## config.mk

```make
export PLATFORM = sky130hd
export DESIGN_NAME = pwrdn_wake_ctrl
export DESIGN_NICKNAME = d
export VERILOG_FILES = /design/src/rtl/pwrdn_pkg.sv /design/src/rtl/pwrdn_port_edge.sv /design/src/rtl/pwrdn_wake_arb.sv /design/src/rtl/pwrdn_settle_timer.sv /design/src/rtl/pwrdn_wake_ctrl.sv
export SDC_FILE = /design/constraint.sdc
export NUM_CORES = 1
export LEC_CHECK = 0
export BUFFER_PORTS_ARGS = -buffer_cell sky130_fd_sc_hd__buf_4
export CORE_MARGIN = 2
export CORE_UTILIZATION = 30
export DETAILED_ROUTE_END_ITERATION = 16
export PLACE_DENSITY = 0.59
export SLEW_MARGIN = 20
export SYNTH_ARGS = -nofsm -noshare
export SYNTH_HDL_FRONTEND = slang
export SYNTH_SLANG_ARGS = --single-unit
```

## constraint.sdc

```tcl
create_clock -name clk_i -period 2.13 [get_ports clk_i]
set_input_delay 0.3195 -clock clk_i [delete_from_list [all_inputs] [get_ports clk_i]]
set_output_delay 0.3195 -clock clk_i [all_outputs]
set_load 0.1 [all_outputs]
```

## src/rtl/pwrdn_pkg.sv

```systemverilog
package pwrdn_pkg;

   typedef enum logic [1:0] {
      ST_RUN    = 2'd0,
      ST_HALT   = 2'd1,
      ST_SETTLE = 2'd2
   } pwr_state_e;

   // Bit position of each command in the pulse vector
   typedef enum logic [1:0] {
      ACT_RESUME = 2'd0,
      ACT_VECTOR = 2'd1,
      ACT_WARM   = 2'd2,
      ACT_FULL   = 2'd3
   } wake_act_e;

   localparam int unsigned N_ACT = 4;

endpackage

```

## src/rtl/pwrdn_port_edge.sv

```systemverilog
module pwrdn_port_edge #(
   parameter int unsigned PORT_W = 8
) (
   input  logic              clk_i,
   input  logic              rst_ni,
   input  logic [PORT_W-1:0] port_i,
   input  logic [PORT_W-1:0] en_i,
   output logic [PORT_W-1:0] fall_o
);

   logic [PORT_W-1:0] prev_q;

   for (genvar b = 0; b < PORT_W; b++) begin : g_bit
      always_ff @(posedge clk_i or negedge rst_ni) begin
         if (!rst_ni) prev_q[b] <= 1'b0;
         else         prev_q[b] <= port_i[b] & en_i[b];
      end

      assign fall_o[b] = prev_q[b] & ~port_i[b] & en_i[b];

      AST_FALL_IS_REAL: assert property (@(posedge clk_i) disable iff (!rst_ni)
         fall_o[b] |-> ($past(port_i[b]) && !port_i[b]));
   end

endmodule

```

## src/rtl/pwrdn_wake_arb.sv

```systemverilog
module pwrdn_wake_arb
   import pwrdn_pkg::*;
#(
   parameter int unsigned N_IRQ  = 2,
   parameter int unsigned PORT_W = 8
) (
   input  logic              ext_i,
   input  logic              wdt_i,
   input  logic [N_IRQ-1:0]  irq_req_i,
   input  logic [N_IRQ-1:0]  irq_en_i,
   input  logic [N_IRQ-1:0]  irq_blocked_i,
   input  logic              stack_full_i,
   input  logic [PORT_W-1:0] port_fall_i,
   output logic              wake_o,
   output wake_act_e         act_o
);

   logic [N_IRQ-1:0] irq_live;
   logic             irq_any;
   logic             irq_vec;

   assign irq_live = irq_req_i & ~irq_blocked_i;
   assign irq_any  = |irq_live;
   assign irq_vec  = (|(irq_live & irq_en_i)) & ~stack_full_i;
   assign wake_o   = ext_i | wdt_i | irq_any | (|port_fall_i);

   always_comb begin
      if (ext_i)        act_o = ACT_FULL;
      else if (wdt_i)   act_o = ACT_WARM;
      else if (irq_vec) act_o = ACT_VECTOR;
      else              act_o = ACT_RESUME;
   end

endmodule

```

## src/rtl/pwrdn_settle_timer.sv

```systemverilog
module pwrdn_settle_timer #(
   parameter int unsigned CYCLES = 1024
) (
   input  logic clk_i,
   input  logic rst_ni,
   input  logic start_i,
   output logic busy_o,
   output logic done_o
);

   localparam int unsigned CW = (CYCLES > 1) ? $clog2(CYCLES) : 1;
   localparam logic [CW-1:0] LAST = CW'(CYCLES - 1);

   logic [CW-1:0] cnt_q;

   always_ff @(posedge clk_i or negedge rst_ni) begin
      if (!rst_ni) begin
         cnt_q  <= '0;
         busy_o <= 1'b0;
      end else if (start_i) begin
         cnt_q  <= '0;
         busy_o <= 1'b1;
      end else if (busy_o) begin
         if (cnt_q == LAST) busy_o <= 1'b0;
         else               cnt_q  <= cnt_q + 1'b1;
      end
   end

   assign done_o = busy_o & (cnt_q == LAST);

   AST_SETTLE_FULL_LEN: assert property (@(posedge clk_i) disable iff (!rst_ni)
      $fell(busy_o) |-> ($past(cnt_q) == LAST));
   AST_RESTART_ZERO: assert property (@(posedge clk_i) disable iff (!rst_ni)
      start_i |=> (busy_o && cnt_q == '0));

endmodule

```

## src/rtl/pwrdn_wake_ctrl.sv

```systemverilog
module pwrdn_wake_ctrl
   import pwrdn_pkg::*;
#(
   parameter int unsigned PORT_W        = 8,
   parameter int unsigned N_IRQ         = 2,
   parameter int unsigned SETTLE_CYCLES = 1024
) (
   input  logic              clk_i,
   input  logic              rst_ni,
   input  logic              halt_i,
   input  logic              clrwdt_i,
   input  logic              wdt_ovf_i,
   input  logic              ext_rst_i,
   input  logic [N_IRQ-1:0]  irq_req_i,
   input  logic [N_IRQ-1:0]  irq_en_i,
   input  logic              stack_full_i,
   input  logic [PORT_W-1:0] port_i,
   input  logic [PORT_W-1:0] port_wake_en_i,
   output logic              osc_en_o,
   output logic              core_hold_o,
   output logic              pd_o,
   output logic              to_o,
   output logic              resume_o,
   output logic              vector_o,
   output logic              warm_rst_o,
   output logic              full_init_o
);

   if (PORT_W < 1 || N_IRQ < 1 || SETTLE_CYCLES < 2) begin : g_param_check
      $error("pwrdn_wake_ctrl: PORT_W, N_IRQ must be >= 1 and SETTLE_CYCLES >= 2");
   end

   pwr_state_e        state_q;
   wake_act_e         act_q;
   wake_act_e         arb_act;
   logic [N_IRQ-1:0]  blocked_q;
   logic [N_ACT-1:0]  pulse_q;
   logic [PORT_W-1:0] port_fall;
   logic              arb_wake;
   logic              in_halt;
   logic              in_settle;
   logic              wake_now;
   logic              tmr_start;
   logic              tmr_busy;
   logic              tmr_done;

   assign in_halt   = (state_q == ST_HALT);
   assign in_settle = (state_q == ST_SETTLE);
   assign wake_now  = in_halt & arb_wake;
   assign tmr_start = wake_now | (in_settle & ext_rst_i);

   pwrdn_port_edge #(.PORT_W(PORT_W)) u_edge (
      .clk_i  (clk_i),
      .rst_ni (rst_ni),
      .port_i (port_i),
      .en_i   (port_wake_en_i),
      .fall_o (port_fall)
   );

   pwrdn_wake_arb #(.N_IRQ(N_IRQ), .PORT_W(PORT_W)) u_arb (
      .ext_i         (ext_rst_i),
      .wdt_i         (wdt_ovf_i),
      .irq_req_i     (irq_req_i),
      .irq_en_i      (irq_en_i),
      .irq_blocked_i (blocked_q),
      .stack_full_i  (stack_full_i),
      .port_fall_i   (port_fall),
      .wake_o        (arb_wake),
      .act_o         (arb_act)
   );

   pwrdn_settle_timer #(.CYCLES(SETTLE_CYCLES)) u_timer (
      .clk_i   (clk_i),
      .rst_ni  (rst_ni),
      .start_i (tmr_start),
      .busy_o  (tmr_busy),
      .done_o  (tmr_done)
   );

   always_ff @(posedge clk_i or negedge rst_ni) begin
      if (!rst_ni) begin
         state_q   <= ST_RUN;
         act_q     <= ACT_RESUME;
         blocked_q <= '0;
         pulse_q   <= '0;
         pd_o      <= 1'b0;
         to_o      <= 1'b0;
      end else begin
         pulse_q <= '0;
         unique case (state_q)
            ST_RUN: begin
               if (halt_i) begin
                  state_q   <= ST_HALT;
                  pd_o      <= 1'b1;
                  to_o      <= 1'b0;
                  blocked_q <= irq_req_i;
               end else begin
                  if (clrwdt_i) begin
                     pd_o <= 1'b0;
                     to_o <= 1'b0;
                  end
                  if (wdt_ovf_i) to_o <= 1'b1;
               end
            end
            ST_HALT: begin
               if (arb_wake) begin
                  state_q <= ST_SETTLE;
                  act_q   <= arb_act;
                  if (arb_act == ACT_WARM) to_o <= 1'b1;
               end
            end
            ST_SETTLE: begin
               if (ext_rst_i) begin
                  act_q <= ACT_FULL;
               end else if (tmr_done) begin
                  state_q <= ST_RUN;
                  pulse_q <= N_ACT'(1) << act_q;
               end
            end
            default: state_q <= ST_RUN;
         endcase
      end
   end

   assign osc_en_o    = ~in_halt;
   assign core_hold_o = (state_q != ST_RUN);
   assign resume_o    = pulse_q[ACT_RESUME];
   assign vector_o    = pulse_q[ACT_VECTOR];
   assign warm_rst_o  = pulse_q[ACT_WARM];
   assign full_init_o = pulse_q[ACT_FULL];

   AST_HALT_ENTRY: assert property (@(posedge clk_i) disable iff (!rst_ni)
      (state_q == ST_RUN && halt_i) |=> (pd_o && !to_o && !osc_en_o && core_hold_o));
   AST_CLRWDT_CLEARS: assert property (@(posedge clk_i) disable iff (!rst_ni)
      (state_q == ST_RUN && !halt_i && clrwdt_i && !wdt_ovf_i) |=> (!pd_o && !to_o));
   AST_PULSE_ONEHOT: assert property (@(posedge clk_i) disable iff (!rst_ni)
      $onehot0(pulse_q));
   AST_PULSE_AFTER_SETTLE: assert property (@(posedge clk_i) disable iff (!rst_ni)
      (|pulse_q) |-> ($past(tmr_busy) && !core_hold_o));
   AST_WARM_HAS_TO: assert property (@(posedge clk_i) disable iff (!rst_ni)
      warm_rst_o |-> to_o);
   AST_PD_WHILE_HELD: assert property (@(posedge clk_i) disable iff (!rst_ni)
      core_hold_o |-> pd_o);

endmodule

```

======== Yosys cells after proc, flatten, opt, wreduce, memory -nomap -nowiden ========
Cells that the tools add are included.
word-level totals
  register bits ........................... 31
  input port bits ......................... 27
  output and inout bits ................... 8
  logic and storage cells ................. 117
operators by class
  add/sub/neg operators ................... 1
  equality and inequality tests ........... 12
  shift-type cells ........................ 1
  multiplexer cells ....................... 27
  bitwise gates (word level) .............. 45
  reduce and logical (&&, ||, !) cells .... 15
operator list
  kind                     number
  $mux W10                 3
  $and A1 B1 Y1            28
  $mux W2                  8
  $mux W4                  3
  $add A10 B1 Y10 const B  1
  $eq A10 B10 Y1 const B   1
  $mux W1                  10
  $ne A2 B2 Y1 const B     5
  $not A1 Y1               10
  $reduce_bool A2 Y1       5
  $reduce_and A4 Y1        2
  $reduce_or A8 Y1         1
  $pmux W2 S3              1
  $reduce_and A2 Y1        3
  $and A2 B2 Y2            2
  $eq A2 B2 Y1 const B     2
  $ne A2 B1 Y1 const B     2
  $ne A4 B4 Y1 const B     1
  $or A1 B1 Y1             4
  $pmux W2 S2              1
  $reduce_or A2 Y1         2
  $shl A1 B2 Y4 const A    1
  $reduce_and A3 Y1        1
  $eq A2 B1 Y1 const B     1
  other kinds (3)          3

======== Logic depth before layout (Yosys ltp) ========
  word-level depth ........................ 12
  mapped depth ............................ 7
  depth with buffers taken out ............ 7

======== Cells and area by module ========
From an unflattened synthesis, not the netlist that was laid out.
second synthesis, totals
  cell total of the unflattened synthesis .. 134
  area, all modules ....................... 1507.7 µm²
by module, submodules not included
  module              times used  cells each  area an instance (µm²)  sequential area each (µm²)
  pwrdn_settle_timer  1           58          586.8                   275.3
  pwrdn_wake_ctrl     1           42          519.2                   300.3
  pwrdn_port_edge     1           24          330.3                   200.2
  pwrdn_wake_arb      1           10          71.3                    0.0

======== Least setup slack after synthesis ========
No wires, ideal clock.
  path kind ............................... register -> register
  start ................................... register state_q[1]
  end ..................................... register u_timer.cnt_q[7]
  library setup time ...................... 0.120 ns
  arrival ................................. 1.798 ns
  required time ........................... 2.010 ns
  setup slack ............................. 0.212 ns
  cell stages (with the launch flop) ...... 7
  path buffers ............................ 1
  clock period less this slack ............ 1.918 ns
  cells stage by stage .................... dfrtp_1 > inv_1 > nand2_1 > a21oi_2 > a21o_1 > buf_6 > nor2_1
on the way
  word-level cells in the longest chain between the ends .. 5
  elaborated cells on any way between the ends .. 9
  those cells by class .................... eq/ne: 3; mux: 1; bitwise: 3; reduce/logical: 2
RTL lines
  what                                                          line                                          text
  start, declared                                               pwrdn_wake_ctrl.sv:33                         pwr_state_e state_q;
  start signal, assigned                                        pwrdn_wake_ctrl.sv:82                         state_q <= ST_RUN;
  start signal, assigned                                        pwrdn_wake_ctrl.sv:93                         state_q <= ST_HALT;
  start signal, assigned                                        pwrdn_wake_ctrl.sv:107                        state_q <= ST_SETTLE;
  $eq A2 B1 Y1 or $eq A2 B2 Y1 (tied branches)                  pwrdn_wake_ctrl.sv:47, pwrdn_wake_ctrl.sv:48
  $and A1 B1 Y1 (on tied branches)                              pwrdn_wake_ctrl.sv:49, pwrdn_wake_ctrl.sv:50
  $or A1 B1 Y1 (*)                                              pwrdn_wake_ctrl.sv:50                         assign tmr_start = wake_now | (in_settle & ext_rst_i);
  $ne A2 B2 Y1 (no line) or $reduce_bool A2 Y1 (tied branches)  n/a
  $reduce_and A2 Y1 (no line)                                   n/a
  end signal, assigned                                          pwrdn_settle_timer.sv:25                      else cnt_q <= cnt_q + 1'b1;
  end, declared                                                 pwrdn_settle_timer.sv:14                      logic [CW-1:0] cnt_q;
Every way passes the cells marked *; elsewhere a longest branch is shown, timed or not.
A chain may end at the register's enable or synchronous reset.

======== Worst setup path after layout ========
  start ................................... register u_timer.cnt_q[0]
  end ..................................... register pulse_q[1]
on the way
  word-level cells in the longest chain between the ends .. 5
RTL lines
  what                  line                      text
  $eq A10 B10 Y1        pwrdn_settle_timer.sv:29  assign done_o = busy_o & (cnt_q == LAST);
  $and A1 B1 Y1         pwrdn_settle_timer.sv:29
  $mux W4               pwrdn_wake_ctrl.sv:115    end else if (tmr_done) begin
  $mux W4               pwrdn_wake_ctrl.sv:113    if (ext_rst_i) begin
  $mux W4               pwrdn_wake_ctrl.sv:90     unique case (state_q)
  end signal, assigned  pwrdn_wake_ctrl.sv:117    pulse_q <= N_ACT'(1) << act_q;
  end, declared         pwrdn_wake_ctrl.sv:37     logic [N_ACT-1:0] pulse_q;
No other way between the ends.

==> summary.txt <==
Flow run
  – Max-capacitance violation count: 0

Worst setup path
  – Critical path class: flip-flop to flip-flop
  – R2R Setup Slk: 410 ps
  – Crit Path Max Fanout: 6
  – Cell family with most CP delay: simple AND/OR/NAND/NOR gates
  – Worst-path cell chain: ha_1 -> nand3_1 -> nor2_1 -> nand2_2 -> nor3b_2 -> nand2_1 -> nor3b_1
  – R2R depth: 7
  – Worst setup EP type: flip-flop
  – Critical Path RT: 2310 ps
  – Critical path depth in cells: 7
  – Bufs and invs on worst path: 0
  – Worst r2r src: u_timer.cnt_q[0]$_DFFE_PN0P_
  – RR Endpoint: pulse_q[1]$_DFF_PN0_
  – Critical path's slowest cell: dfrtp_1
  – Max stage delay on crit path: 380 ps
  – Crit path launch type: flip-flop
  – WP data arrival: 1900 ps

STA
  – Fmax: 0.581 GHz
  – Setup TNS: 0 ps
  – Worst slew pin tran: 407 ps
  – Setup Skew: 4.76 ps
  – Final Hold Vio Count: 0
  – Slew Limit Fails: 0
  – Final worst path period share: 80.8%
  – Rel. slew slack: 72.9%
  – Setup-failing EPs final: 0
  – Crit path time final: 1720 ps
  – Unrepaired setup endpoints after global routing: no

Logic synthesis
  – Syn Std Cell Area: 1440 µm²
  – Post-synth ARST share: 100%
  – Largest cells by area after synthesis: dfrtp_1, nand2_1, and2_1, nor2_1, xor2_1
  – Top cell type's share of synthesized area: 53.9%
  – Most common cell in the netlist: dfrtp_1
  – Commonest cells post-synth: dfrtp_1, nand2_1, nor2_1
  – Distinct cells, synth: 38
  – Syn nets: 166
  – Syn. warnings: 0
  – Post-synth EDFFs: 0
  – Sequential fraction of the synthesis area: 53.9%
  – Mean Syn Cell Area: 10.4 µm²
  – Post-synth top area cell: dfrtp_1
  – Gate Count Post-Synth: 138
  – Ys flop type: dfrtp_1
  – FF+latch count, synth: 31

Clocking
  – CTS Buffer Depth: 2
  – H-tree depth: 2
  – Clk slew on worst S/H paths: 70 ps
  – Clk root buf: clkbuf_8
  – Worst skew pair latency: 270 ps
  – CTS tree: built
  – CTS Hold Bufs: 1
  – CTS sink cnt: 31
  – Post-CTS Resized: 0
  – Post-CTS setup buffer count: 0
  – CTS Buf Count: 5

GRT
  – Largest net degree at the start of global routing: 32
  – Remaining Overflow, GRT: 0
  – All-Layer GR Usage: 11.6%
  – Vias in the first global route: 1111
  – First-pass GRT wire length: 4.80 mm
  – Antenna violations before repair: 0

Route
  – # DRC: 0
  – DRT Pass-1 Iters: 5
  – Antenna-violating nets left: 0
  – Violation count after the first detailed-route iteration: 46
  – Final WL: 2.77 mm
  – Wire per inst: 11.9 µm
  – Via count: 1103
  – Vias/cell: 4.71

Hold path
  – Hold depth: 2
  – Hold Crit Class: input pin to flip-flop
  – Hold Path End: u_edge.prev_q[7]$_DFF_PN0_
  – Beginning of the worst hold path: port_i[7]

Floorplan
  – Die Y-Extent: 73.3 µm
  – Die width: 73.3 µm
  – Die area: 5370 µm²
  – Core Box Area: 4660 µm²
  – I/O Pins: 35
  – Row cnt: 25
  – Initial Utilization: 30.9%

Cells and area
  – Area growth syn-to-layout: 30.5%
  – Layout cells sized above 1: 28.9%
  – Finished Core Util: 40.3%
  – Nets@finish: 207
  – Final Non-Filler Cells: 234
  – Final antenna diode count: 0

Placed design
  – I/O Buffers: 34
  – Routability Congestion: 0.776
  – Dpl hpwl: 2.08 mm
  – Placed Cells: 225

Power and ir drop
  – Max IR drop VDD: 0.000524 V
  – Pleak: 0.862 nW
  – Pwr per Cell Area: 1140 nW/µm²

Run status
  – Status: finished, final reports clean
power by group:
group	internal [mW]	leakage, nW	switching (mW)
Combinational	0.231	0.408	0.510
Sequential	0.706	0.393	0.0974
Clock	0.378	0.0612	0.215
cells in the final DEF, fill, tap and decap left out, types with 2 or more instances in the layout:
cell,count
a21oi_1,6
clkbuf_8,6
nor3b_1,2
inv_1,5
mux2_1,2
a211oi_2,2
nor2_1,10
buf_4,34
nor2b_1,2
nand2_1,23
dfrtp_1,31
nor3_2,2
o22ai_1,4
nand2b_1,3
and2_1,8
xor2_1,4
nand3_1,5
and4_1,3
nor3_1,4
and3_1,2
how the worst max path moves through the flow:
stage	startpoint	endpoint	slack [ps]
floorplan	state_q[1]$_DFFE_PN0P_	u_timer.cnt_q[7]$_DFFE_PN0P_	210
global placement	port_wake_en_i[7]	u_timer.busy_o$_DFF_PN0_	400
detailed placement	port_wake_en_i[7]	u_timer.busy_o$_DFF_PN0_	380
CTS	u_timer.cnt_q[0]$_DFFE_PN0P_	pulse_q[1]$_DFF_PN0_	410
global route	u_timer.cnt_q[0]$_DFFE_PN0P_	pulse_q[2]$_DFF_PN0_	220
finish	u_timer.cnt_q[0]$_DFFE_PN0P_	pulse_q[1]$_DFF_PN0_	410
worst register-to-register path: stages (launching register included):
cell     delay, ps
dfrtp_1        380
ha_1           220
nand3_1        120
nor2_1         180
nand2_2        130
nor3b_2        250
nand2_1        120
nor3b_1        230
per-layer routing:
layer	share of wire, %	GRT usage, %	vias up
li1	-	-	562
met1	52	16.6	506
met2	41	16.1	33
met3	5.7	4.25	2
met4	0.29	4.32	0
met5	0	0	-
layout make-up:
type,count,area (µm²)
Multi-Input combinational cell,101,633
Inverter,5,18.8
Clock inverter,2,35.0
Fill cell,469,2780
Tap cell,54,67.6
Clock buffer,6,82.6
Sequential cell,31,776
Timing Repair Buffer,35,265
stage by stage:
step / total power, mW / area, µm² / setup WS (ps) / hold slack, ps
floorplan: 1.38 / 1440 / 212 / 23.9
global placement: 1.55 / 1750 / 399 / 282
detailed placement: 1.56 / 1750 / 375 / 280
CTS: 2.16 / 1880 / 413 / 245
global route: 2.27 / 1880 / 219 / 252
finish: 2.14 / 1880 / 409 / 260
cell families (layout without fill, tap and decap cells):
kind of cell / Yosys count / count (layout) / share of synthesized area (%)
XOR/XNOR: 4 / 4 / 2.43
flip-flops: 31 / 31 / 53.9
adder cells (fa/ha/maj): 1 / 1 / 0.869
AND/OR/NAND/NOR: 71 / 71 / 27.5
multiplexers: 2 / 2 / 1.57
buffers and inverters: 6 / 48 / 2.09
AO/OA/AOI/OAI: 23 / 23 / 11.7
sequential cells by signal, indices dropped and copies added (netlist names):
register,count
to_o,1
blocked_q,2
state_q,2
u_timer.cnt_q,10
pd_o,1
act_q,2
u_edge.prev_q,8
pulse_q,4
u_timer.busy_o,1
(Power assumes the default switching activity.)
